## config.mk

```make
export PLATFORM = sky130hd
export DESIGN_NAME = pix_oper_classifier
export DESIGN_NICKNAME = d
export VERILOG_FILES = /design/src/rtl/pix_oper_pkg.sv /design/src/rtl/pix_dark_check.sv /design/src/rtl/pix_qe_check.sv /design/src/rtl/pix_open_check.sv /design/src/rtl/pix_sat_count.sv /design/src/rtl/pix_oper_classifier.sv
export SDC_FILE = /design/constraint.sdc
export NUM_CORES = 1
export LEC_CHECK = 0
export ABC_AREA = 0
export BUFFER_PORTS_ARGS = -buffer_cell sky130_fd_sc_hd__buf_4
export CAP_MARGIN = 20
export CORE_ASPECT_RATIO = 1.25
export CORE_MARGIN = 2
export CORE_UTILIZATION = 45
export DETAILED_ROUTE_END_ITERATION = 8
export GPL_ROUTABILITY_DRIVEN = 0
export PLACE_DENSITY_LB_ADDON = 0.05
export SLEW_MARGIN = 20
export SYNTH_ARGS = -nofsm -noshare
export SYNTH_HDL_FRONTEND = slang
export SYNTH_HIERARCHICAL = 1
export SYNTH_SLANG_ARGS = --single-unit
```

## constraint.sdc

```tcl
create_clock -name clk -period 6.96 [get_ports clk]
set_clock_uncertainty 0.1 [all_clocks]
set_input_delay 2.088 -clock clk [delete_from_list [all_inputs] [get_ports clk]]
set_output_delay 2.088 -clock clk [all_outputs]
set_load 0.01 [all_outputs]
```

## src/rtl/pix_oper_pkg.sv

```systemverilog
package pix_oper_pkg;
  localparam int CODE_W     = 6;
  localparam int BIT_DARK_HI = 0;
  localparam int BIT_DARK_NEG = 1;
  localparam int BIT_QE_J   = 2;
  localparam int BIT_QE_H   = 3;
  localparam int BIT_QE_K   = 4;
  localparam int BIT_OPEN   = 5;
  localparam int N_BANDS    = 3;
endpackage

```

## src/rtl/pix_dark_check.sv

```systemverilog
module pix_dark_check #(
  parameter int W = 16
) (
  input  logic signed [W-1:0] rate,
  input  logic signed [W-1:0] limit,
  output logic                too_high,
  output logic                negative
);
  always_comb begin
    too_high = rate > limit;
    negative = rate[W-1];
  end
endmodule

```

## src/rtl/pix_qe_check.sv

```systemverilog
module pix_qe_check #(
  parameter int W = 10
) (
  input  logic [W-1:0] eff,
  input  logic [W-1:0] floor_val,
  output logic         below
);
  always_comb below = eff < floor_val;
endmodule

```

## src/rtl/pix_open_check.sv

```systemverilog
module pix_open_check #(
  parameter int W = 16
) (
  input  logic signed [W-1:0] delta,
  input  logic        [W-1:0] tol,
  input  logic                is_ref,
  output logic                open
);
  localparam int AW = W + 1;
  logic [AW-1:0] mag;
  always_comb begin
    if (delta[W-1]) mag = AW'(-$signed({delta[W-1], delta}));
    else            mag = AW'({1'b0, delta});
    open = !is_ref && (mag <= {1'b0, tol});
  end
endmodule

```

## src/rtl/pix_sat_count.sv

```systemverilog
module pix_sat_count #(
  parameter int W = 23
) (
  input  logic         clk,
  input  logic         rst_n,
  input  logic         en,
  input  logic         clr,
  input  logic         inc,
  output logic [W-1:0] cnt
);
  localparam logic [W-1:0] TOP = {W{1'b1}};
  logic [W-1:0] base;
  always_comb base = clr ? '0 : cnt;
  always_ff @(posedge clk) begin
    if (!rst_n)               cnt <= '0;
    else if (en) begin
      if (inc && base != TOP) cnt <= base + 1'b1;
      else                    cnt <= base;
    end
  end
endmodule

```

## src/rtl/pix_oper_classifier.sv

```systemverilog
module pix_oper_classifier
  import pix_oper_pkg::*;
#(
  parameter int DARK_W = 16,
  parameter int QE_W   = 10,
  parameter int CONN_W = 16,
  parameter int CNT_W  = 23
) (
  input  logic                     clk,
  input  logic                     rst_n,
  input  logic                     s_valid,
  output logic                     s_ready,
  input  logic                     s_sof,
  input  logic                     s_eof,
  input  logic                     s_ref,
  input  logic signed [DARK_W-1:0] s_dark,
  input  logic        [QE_W-1:0]   s_qe_j,
  input  logic        [QE_W-1:0]   s_qe_h,
  input  logic        [QE_W-1:0]   s_qe_k,
  input  logic signed [CONN_W-1:0] s_conn,
  input  logic signed [DARK_W-1:0] cfg_dark_max,
  input  logic        [QE_W-1:0]   cfg_qe_min_j,
  input  logic        [QE_W-1:0]   cfg_qe_min_h,
  input  logic        [QE_W-1:0]   cfg_qe_min_k,
  input  logic        [CONN_W-1:0] cfg_open_tol,
  output logic                     m_valid,
  input  logic                     m_ready,
  output logic                     m_sof,
  output logic                     m_eof,
  output logic [CODE_W-1:0]        m_code,
  output logic                     m_inop,
  output logic [CNT_W-1:0]         m_inop_cnt,
  output logic [CNT_W-1:0]         m_open_cnt
);
  logic              accept;
  logic [CODE_W-1:0] code_d;
  logic              inop_d;
  logic [QE_W-1:0]   band_eff [N_BANDS];
  logic [QE_W-1:0]   band_min [N_BANDS];
  logic [N_BANDS-1:0] band_low;

  assign s_ready = !m_valid || m_ready;
  assign accept  = s_valid && s_ready;

  always_comb begin
    band_eff[0] = s_qe_j;       band_min[0] = cfg_qe_min_j;
    band_eff[1] = s_qe_h;       band_min[1] = cfg_qe_min_h;
    band_eff[2] = s_qe_k;       band_min[2] = cfg_qe_min_k;
  end

  pix_dark_check #(.W(DARK_W)) u_dark (
    .rate(s_dark), .limit(cfg_dark_max),
    .too_high(code_d[BIT_DARK_HI]), .negative(code_d[BIT_DARK_NEG])
  );

  for (genvar b = 0; b < N_BANDS; b++) begin : g_band
    pix_qe_check #(.W(QE_W)) u_qe (
      .eff(band_eff[b]), .floor_val(band_min[b]), .below(band_low[b])
    );
  end
  assign code_d[BIT_QE_K:BIT_QE_J] = band_low;

  pix_open_check #(.W(CONN_W)) u_open (
    .delta(s_conn), .tol(cfg_open_tol), .is_ref(s_ref), .open(code_d[BIT_OPEN])
  );

  assign inop_d = |code_d[BIT_QE_K:BIT_DARK_HI];

  always_ff @(posedge clk) begin
    if (!rst_n) begin
      m_valid <= 1'b0;
      m_sof   <= 1'b0;
      m_eof   <= 1'b0;
      m_code  <= '0;
      m_inop  <= 1'b0;
    end else if (accept) begin
      m_valid <= 1'b1;
      m_sof   <= s_sof;
      m_eof   <= s_eof;
      m_code  <= code_d;
      m_inop  <= inop_d;
    end else if (m_ready) begin
      m_valid <= 1'b0;
    end
  end

  pix_sat_count #(.W(CNT_W)) u_inop_cnt (
    .clk(clk), .rst_n(rst_n), .en(accept), .clr(s_sof), .inc(inop_d), .cnt(m_inop_cnt)
  );
  pix_sat_count #(.W(CNT_W)) u_open_cnt (
    .clk(clk), .rst_n(rst_n), .en(accept), .clr(s_sof), .inc(code_d[BIT_OPEN]), .cnt(m_open_cnt)
  );
endmodule

```

# --- Yosys cells after proc, flatten, opt, wreduce, memory -nomap -nowiden ---
# Index checks and enable logic that the tools add are counted.
totals:
  regBits: 56
  inputBits: 131
  output_inout_bits: 57
  word_cells: 33
op_classes:
  addsub: 3
  magnitude_cmp: 5
  n_eq_ne: 2
  n_mux: 7
  n_reduce_logical: 9
op_table:
  columns: ["cell", "n"]
  rows:
  - ["$mux 23", 4]
  - ["$add 23x1->23 const B", 2]
  - ["$ne 23x23->1 const B", 2]
  - ["$lt 10x10->1", 3]
  - ["$le 17x16->1", 1]
  - ["$mux 17", 1]
  - ["$neg 16->17", 1]
  - ["$gt 16x16->1", 1]
  - ["$reduce_or 5->1", 1]
  - ["$logic_and 1x1->1", 4]
  - ["$logic_not 1->1", 2]
  - ["$mux 1", 2]
  - ["$reduce_bool 2->1", 1]
  - ["$logic_or 1x1->1", 1]

# --- Longest topological paths before layout ---
# Gate-level depths: netlist of the first run.
depth:
  word_depth: 6
  depth_mapped: 19

# --- Modules after synthesis ---
# Netlist of the first run, hierarchy kept.
by_module_without_submodules:
  columns: ["mod", "n_inst", "cells_per_inst", "area_per_inst_um2", "seq_area_each_um2"]
  rows:
  - ["pix_sat_count", 2, 158, 1368.8, 460.4]
  - ["pix_open_check", 1, 102, 764.5, 0.0]
  - ["pix_qe_check", 3, 32, 235.2, 0.0]
  - ["pix_oper_classifier", 1, 48, 470.5, 200.2]
  - ["pix_dark_check", 1, 59, 424.2, 0.0]

# --- Worst setup path before layout of the first run ---
# OpenSTA, ideal clock, no wires.
synth_path:
  kind: "input to register"
  startpoint: "input port s_conn[0]"
  endpoint: "register u_open_cnt.cnt[14]"
  setup_ps: 128
  arrival_time_ps: 5208
  required_time_ps: 6732
  setup_slack_ps: 1525
  path_stages: 18
  n_path_buf: 0
  cell_sequence: "inv_1 -> ha_1 -> or3b_4 -> nor2_4 -> nand2_4 -> o31ai_4 -> xnor2_1 -> ha_1 -> nand3_1 -> nor3_1 -> a211oi_1 -> o21ai_0 -> o32ai_1 -> and4_1 -> nand4_1 -> nor4_1 -> xor2_1 -> nor2_1"
synth_via:
  elab_chain_cells: 6
synth_rtl:
  columns: ["item", "line_no", "rtl"]
  rows:
  - ["start, declared", "pix_oper_classifier.sv:20", "input logic signed [CONN_W-1:0] s_conn,"]
  - ["$neg 16->17", "pix_open_check.sv:12", "if (delta[W-1]) mag = AW'(-$signed({delta[W-1], delta}));"]
  - ["$mux 17 *", "pix_open_check.sv:12", null]
  - ["$le 17x16->1 *", "pix_open_check.sv:14", "open = !is_ref && (mag <= {1'b0, tol});"]
  - ["$logic_and 1x1->1 *", "pix_open_check.sv:14", null]
  - ["via code_d[5]", "pix_oper_classifier.sv:36", "logic [CODE_W-1:0] code_d;"]
  - ["$logic_and 1x1->1 *", "pix_sat_count.sv:17", "if (inc && base != TOP) cnt <= base + 1'b1;"]
  - ["$mux 23 *", "pix_sat_count.sv:17", null]
  - ["end signal, assigned", "pix_sat_count.sv:17", null]
  - ["end signal, assigned", "pix_sat_count.sv:18", "else cnt <= base;"]
  - ["end, declared", "pix_sat_count.sv:9", "output logic [W-1:0] cnt"]
# The timed path passes the listed nets; every way through them passes the cells marked *.
# A chain may end at the register's enable or synchronous reset.

# --- Worst setup path in the final report of the first run ---
# Same ends and word-level chain as after synthesis.

==> impl_metrics.yaml, run 1 <==
drt:
  routed_via_density: 5.548
  vias: 5149
  drtPass1Iterations: 4
  ant_nets: 0
  post_drt_wl_per_cell_um: 15.01
  routed_wl_um: 13930
  drtIter0Drc: 147
  drcViolationCount: 0
setup_path:
  worstPathMaxFanout: 5
  crit_type: "in -> reg"
  crit_required_ps: 7020
  r2r-start: "m_valid$_SDFFE_PN0P_"
  cp-startpoint: "s_conn[0]"
  startpoint_type: "input port"
  critPathCaptureType: "register"
  worstPathArrival_ps: 5920
timing:
  rsz0062_at_grt: "false"
  worst_pin_slew_ps: 987.1
  fin_setup_tns_ps: 0
  setup_viol: 0
  slew_viol_final: 0
  fmax_mhz: 170.9
  max_slew_margin_pct: 34.03
  fin_crit_ps: 5852
  setup_slack_ps: 1108
  finalCritPeriodShare_pct: 84.08
  hold_viol_final: 0
placement:
  place_hpwl_um: 10910
  pre_cts_ws_ps: 838.7
  port_buffers: 187
  dpl.cell_count: 920
yosys:
  synth_mux_area_share_pct: 2.746
  synth.distinct_cells: 76
  synthSimpleGateAreaFrac_pct: 30.95
  ys_async_sr_fraction_pct: 0
  syn_area_um2: 5102
  yosys.area_share.xor_xnor_pct: 4.635
  synth_edf_count: 0
  synthCells: 621
  synthAdderAreaFrac_pct: 15.20
  ys_warn_count: 6
  synth_fp_nets: 814
  ys_ff_latch: 56
  syn_avg_cell_area_um2: 8.216
  synth_compound_area_share_pct: 15.96
  synth-main-ff-cell: "dfxtp_1"
  seq_area_frac_synth_pct: 21.97
  synth_top_family_by_area: "simple AND/OR/NAND/NOR gates"
hold_path:
  min-delay-start: "m_eof$_SDFFE_PN0P_"
  hold_class: "reg -> reg"
finish:
  antenna_cells: 0
  fin_cells: 928
  drive_above_1_share_pct: 30.64
  fin_util_pct: 59.99
  nNetsFinal: 985
  area_growth_pct: 30.31
clock_tree:
  cts_sinks: 56
  cts_root_buf: "clkbuf_16"
  path_clk_slew_ps: 70
  cts_tree: "yes"
  holdBufCountCts: 0
  numCtsBuffers: 5
  post_cts_resized: 0
  htree_levels: 2
  cts_max_path_buffers: 2
  post_cts_buffers: 0
  clk_latency_ps: 290
grt:
  gr-usage-all-layers_pct: 22.64
  grt_max_degree: 36
  grt.overflow.total: 0
  grt_pass1_vias: 5006
  grt_pass1_wl_um: 23010
  grt_antenna_before_repair: 0
floorplanning:
  die_h_um: 123.1
  core_area_um2: 11080
  initial_core_util_pct: 46.04
  ios: 188
  rows: 43
  dieWidth_um: 99.24
  dieArea_um2: 12210
power_and_ir_drop:
  ir_worst_vdd_v: 0.0001010
  p_leak_nw: 3.299
  cellPowerDensity_nw_per_um2: 122.5
status:
  outcome: "finished, final reports clean"
flow_run:
  maxCapViolCount: 0
-- placed cells by master, fill, tap and decap left out, drive strengths merged, types with 3 or more instances in the layout --
master | netlist | final
a41oi | 3 | 3
clkbuf | 12 | 6
nand2 | 79 | 79
buf | 11 | 187
and4b | 8 | 8
nand4b | 6 | 6
and4 | 4 | 4
xor2 | 12 | 12
inv | 65 | 66
a31o | 6 | 6
nand2b | 8 | 8
nand3 | 35 | 35
nor4 | 9 | 9
and2 | 8 | 8
and3 | 4 | 4
a31oi | 3 | 3
a211oi | 8 | 8
or3b | 3 | 3
nor3 | 8 | 8
clkinv | 2 | 3
o21ai | 18 | 18
nor4b | 3 | 3
nor2b | 8 | 8
and2b | 4 | 4
o2bb2ai | 3 | 3
a21oi | 49 | 49
ha | 62 | 62
nand3b | 4 | 4
o21a | 3 | 3
nor2 | 27 | 27
xnor2 | 15 | 15
o31ai | 8 | 8
mux2i | 14 | 14
dfxtp | 56 | 56
nand4 | 31 | 31
-- cell usage after synthesis, types with 6 or more instances --
cell      count  area, um2
o21ai_0      15      75.07
xnor2_1      15      131.4
xor2_1       12      105.1
clkbuf_1     11      41.29
ha_1         62      775.7
mux2i_1      14      140.1
nand2_1      78      292.8
inv_1        64      240.2
dfxtp_1      56       1121
nand4_1      30      187.7
a31o_2        6      52.55
and2_1        8      50.05
a21oi_1      45      225.2
and4b_1       8      80.08
nand3_2       8      80.08
nor2_1       26      97.59
nor2b_1       7      43.79
nand3_1      27      135.1
nor3_1        7      35.03
-- worst paths after layout --
check / cells after the start / end / slack [ps]
worst min-delay path: 2 / m_eof$_SDFFE_PN0P_ / 380
worst max-delay path: 18 / u_open_cnt/cnt[14]$_SDFFE_PN0P_ / 1110
worst min register to register: 2 / m_eof$_SDFFE_PN0P_ / 380
worst max register to register: 7 / u_inop_cnt/cnt[20]$_SDFFE_PN0P_ / 4110
-- registers in the layout (all words and copies together) (netlist names) --
name            count
m_inop              1
m_valid             1
u_open_cnt/cnt     23
m_sof               1
u_inop_cnt/cnt     23
m_code              6
m_eof               1
-- layout make-up --
class / instances / area (um2)
clock buffers: 6 / 138.9
clock inverters: 2 / 13.76
fillers: 1027 / 4434
inverters: 67 / 256.5
multi-input cells: 475 / 3546
flip-flops and latches: 56 / 1121
well taps: 135 / 168.9
repair buffers: 187 / 1404
-- stage by stage --
| stage | instance area [um2] | hold slack [ps] | power, W |
|---|---|---|---|
| finish | 6649 | 377.8 | 0.0008145 |
| global route | 6649 | 414.4 | 0.0008611 |
| detailed placement | 6496 | 368.9 | 0.0005582 |
| global placement | 6496 | 362.0 | 0.0005513 |
| floorplan | 5102 | 398.2 | 0.0004578 |
| CTS | 6649 | 378.7 | 0.0008240 |
-- kinds of logic (layout without fill, tap and decap cells) --
kind of cell,after synthesis,count (layout)
compound gates,116,116
buf+inv,90,262
fa+ha+maj,62,62
simple gates,256,256
xor+xnor,27,27
flops,56,56
mux,14,14
-- worst max-delay path, cell delays in order --
cell and delay (ps):
buf_4 110, inv_1 90, ha_1 170, or3b_4 420, nor2_4 110, nand2_4 80, o31ai_4 260, xnor2_1 110
ha_1 310, nand3_1 140, nor2_1 140, nand4_1 120, o32ai_1 570, and4_1 380, nand4_1 210, nor4_1 370
xor2_1 180, nor2_1 60
-- layer usage --
metal | up-vias | GRT usage, % | part of all wire [%]
met3 | 25 | 5.088 | 6.3
met5 | - | 0 | 0
met1 | 2395 | 27.07 | 40
met4 | 0 | 7.021 | 2.4
met2 | 158 | 40.33 | 51
li1 | 2571 | - | -
-- report_power, final --
part | internal [W] | switching, W | leakage, nW
Sequential | 0.000326 | 0.00000344 | 0.453
Combinational | 0.000113 | 0.000108 | 2.77
Clock | 0.000144 | 0.000120 | 0.0772
Total | 0.000583 | 0.000231 | 3.30
Note: power is estimated with default switching activity, not from simulation.
==> inputs of run 2 (changes only) <==
clock period = 5.6 ns   (was 6.96 ns; I/O delays follow)
==> run 2 against run 1 <==
Routed wire length up 0.81%. Register-to-register slack got worse by 1100 ps. Clock-buffer cell count fell by 1. Critical endpoint unchanged. Utilization is 0.40 points higher.
==> impl_metrics.yaml, run 2 (same netlist as run 1, synthesis figures left out) <==
clock_tree:
  clk_latency_ps: 290
  cts_root_buf: "clkbuf_16"
  numCtsBuffers: 5
  htree_levels: 2
  cts_max_path_buffers: 2
  path_clk_slew_ps: 80
  cts_sinks: 56
  cts_tree: "yes"
  holdBufCountCts: 0
drt:
  drcViolationCount: 0
  drtPass1Iterations: 4
  met1_length_um: 5583
  top_layer: "met4"
  route.met3.wl_um: 803
  routed_via_density: 5.498
  route.met2.wl_um: 7206
  ant_nets: 0
  post_drt_wl_per_cell_um: 15.08
  vias: 5119
  routed_wl_um: 14040
  drtIter0Drc: 167
grt:
  grt_pass1_wl_um: 23830
  gr-usage-all-layers_pct: 23.40
  grt_pass1_vias: 5210
  grt_antenna_before_repair: 0
  grt.overflow.total: 0
  grt_max_degree: 36
timing:
  slew_viol_final: 0
  fin_setup_tns_ps: 0
  worst_pin_slew_ps: 733.9
  setup_slack_ps: 412.5
  max_slew_margin_pct: 50.89
  finalCritPeriodShare_pct: 92.63
  whs_ps: 386.1
  fmax_mhz: 192.8
  rsz0062_at_grt: "false"
  setup_viol: 0
  fin_crit_ps: 5188
  hold_viol_final: 0
setup_path:
  cp_num_cells: 17
  path_delay_family: "simple AND/OR/NAND/NOR gates"
  worstPathCellList: "buf_4, inv_1, ha_1, or3b_4, o31ai_1, xnor2_1, ha_1, a21oi_1, o22ai_1, a2111oi_2, nor3_1, o32ai_2, and4_1, nand4_1, nor4_1, xor2_1, nor2_1"
  crit_required_ps: 5670
  reg2reg_slack_ps: 3030
  crit_slowest_cell: "or3b_4"
  startpoint_type: "input port"
  critPathBufInv: 2
  endpoint: "u_open_cnt/cnt[14]$_SDFFE_PN0P_"
  worstPathArrival_ps: 5250
  r2r_end: "u_inop_cnt/cnt[20]$_SDFFE_PN0P_"
  rr_worst_depth: 7
  r2r-start: "m_valid$_SDFFE_PN0P_"
  cp-startpoint: "s_conn[0]"
  crit_top_cell: "ha_1"
  crit_type: "in -> reg"
  critPathCaptureType: "register"
  critPathMaxStageDelay_ps: 410
  worstPathMaxFanout: 5
floorplanning:
  die_h_um: 123.1
  dieWidth_um: 99.24
  dieArea_um2: 12210
  rows: 43
  ios: 188
  initial_core_util_pct: 46.04
  core_area_um2: 11080
placement:
  pre_cts_ws_ps: -110.5
  place_hpwl_um: 11140
  dpl.cell_count: 923
  port_buffers: 187
status:
  outcome: "finished, final reports clean"
finish:
  multi_input_area_um2: 3572
  mostFrequentLayoutCells: "190 x buf_4, 78 x nand2_1, 64 x inv_1, 62 x ha_1, 56 x dfxtp_1"
  antenna_cells: 0
  area_growth_pct: 31.17
  top_regs: "u_inop_cnt/cnt (23), u_open_cnt/cnt (23), m_code (6)"
  final_common_cell: "buf_4"
  fin_cells: 931
  area.sequential_um2: 1121
  fill_cells: 1035
  nNetsFinal: 988
  drive_above_1_share_pct: 31.41
power_and_ir_drop:
  cellPowerDensity_nw_per_um2: 150.3
  ir_worst_vdd_v: 0.0001291
  power_w: 0.001006
  p_leak_nw: 3.313
flow_run:
  maxCapViolCount: 0
hold_path:
  hold_class: "reg -> reg"
## run 2: cell count changes in the layout (fill, tap and decap cells not counted), sizes merged
cell / before / now
buf: 187 / 190
clkbuf: 6 / 5
clkinv: 3 / 4
## run 2: area by class of cell
| cell class | count | area share [%] |
|---|---|---|
| Clock inverter | 3 | 0.3365 |
| Timing Repair Buffer | 190 | 21.31 |
| Multi-Input combinational cell | 475 | 53.37 |
| Tap cell | 135 | 2.524 |
| Sequential cell | 56 | 16.75 |
| Inverter | 67 | 3.832 |
| Clock buffer | 5 | 1.870 |
## run 2: how the worst min path moves through the flow
stage | from | to | slack (ps) | cells after the start
6_report | m_code[0]$_SDFFE_PN0P_ | m_code[0]$_SDFFE_PN0P_ | 390 | 2
5_1_grt | m_code[4]$_SDFFE_PN0P_ | m_code[4]$_SDFFE_PN0P_ | 420 | 2
4_1_cts | m_code[0]$_SDFFE_PN0P_ | m_code[0]$_SDFFE_PN0P_ | 390 | 2
3_5_place_dp | m_code[1]$_SDFFE_PN0P_ | m_code[1]$_SDFFE_PN0P_ | 370 | 2
3_3_place_gp | m_sof$_SDFFE_PN0P_ | m_sof$_SDFFE_PN0P_ | 360 | 2
2_1_floorplan | m_eof$_SDFFE_PN0P_ | m_eof$_SDFFE_PN0P_ | 400 | 2
## run 2: per-layer routing
layer  global-route usage [%]  vias to the layer above
li1                         -                     2582
met4                    8.733                        0
met5                        0                        -
met2                    43.41                      149
met1                    26.85                     2358
met3                    3.787                       30
## run 2: report_power, final
part           leakage [nW]  internal (W)  switching [W]
Sequential            0.453      0.000405     0.00000452
Combinational          2.79      0.000143       0.000136
Clock                0.0742      0.000168       0.000149
## run 2: worst register-to-register path, cell delays in order (launching register included)
cell	delay, ps
dfxtp_1	320
nor2b_4	160
nor2_1	570
and4_1	430
nand4_1	240
nor4_1	400
xor2_1	180
nor2_1	50
## run 2: metrics by stage
step / area, um2 / utilization (%)
5_1_grt: 6693 / 60.39
3_3_place_gp: 6519 / 58.82
4_1_cts: 6666 / 60.15
2_1_floorplan: 5102 / -
6_report: 6693 / 60.39
3_5_place_dp: 6519 / 58.82
## run 2: repair_timing
action / CTS / global route
setup endpoints to repair: 0 / 16
setup buffers: 0 / 0
resized for setup: 0 / 5
hold endpoints to repair: 0 / 0
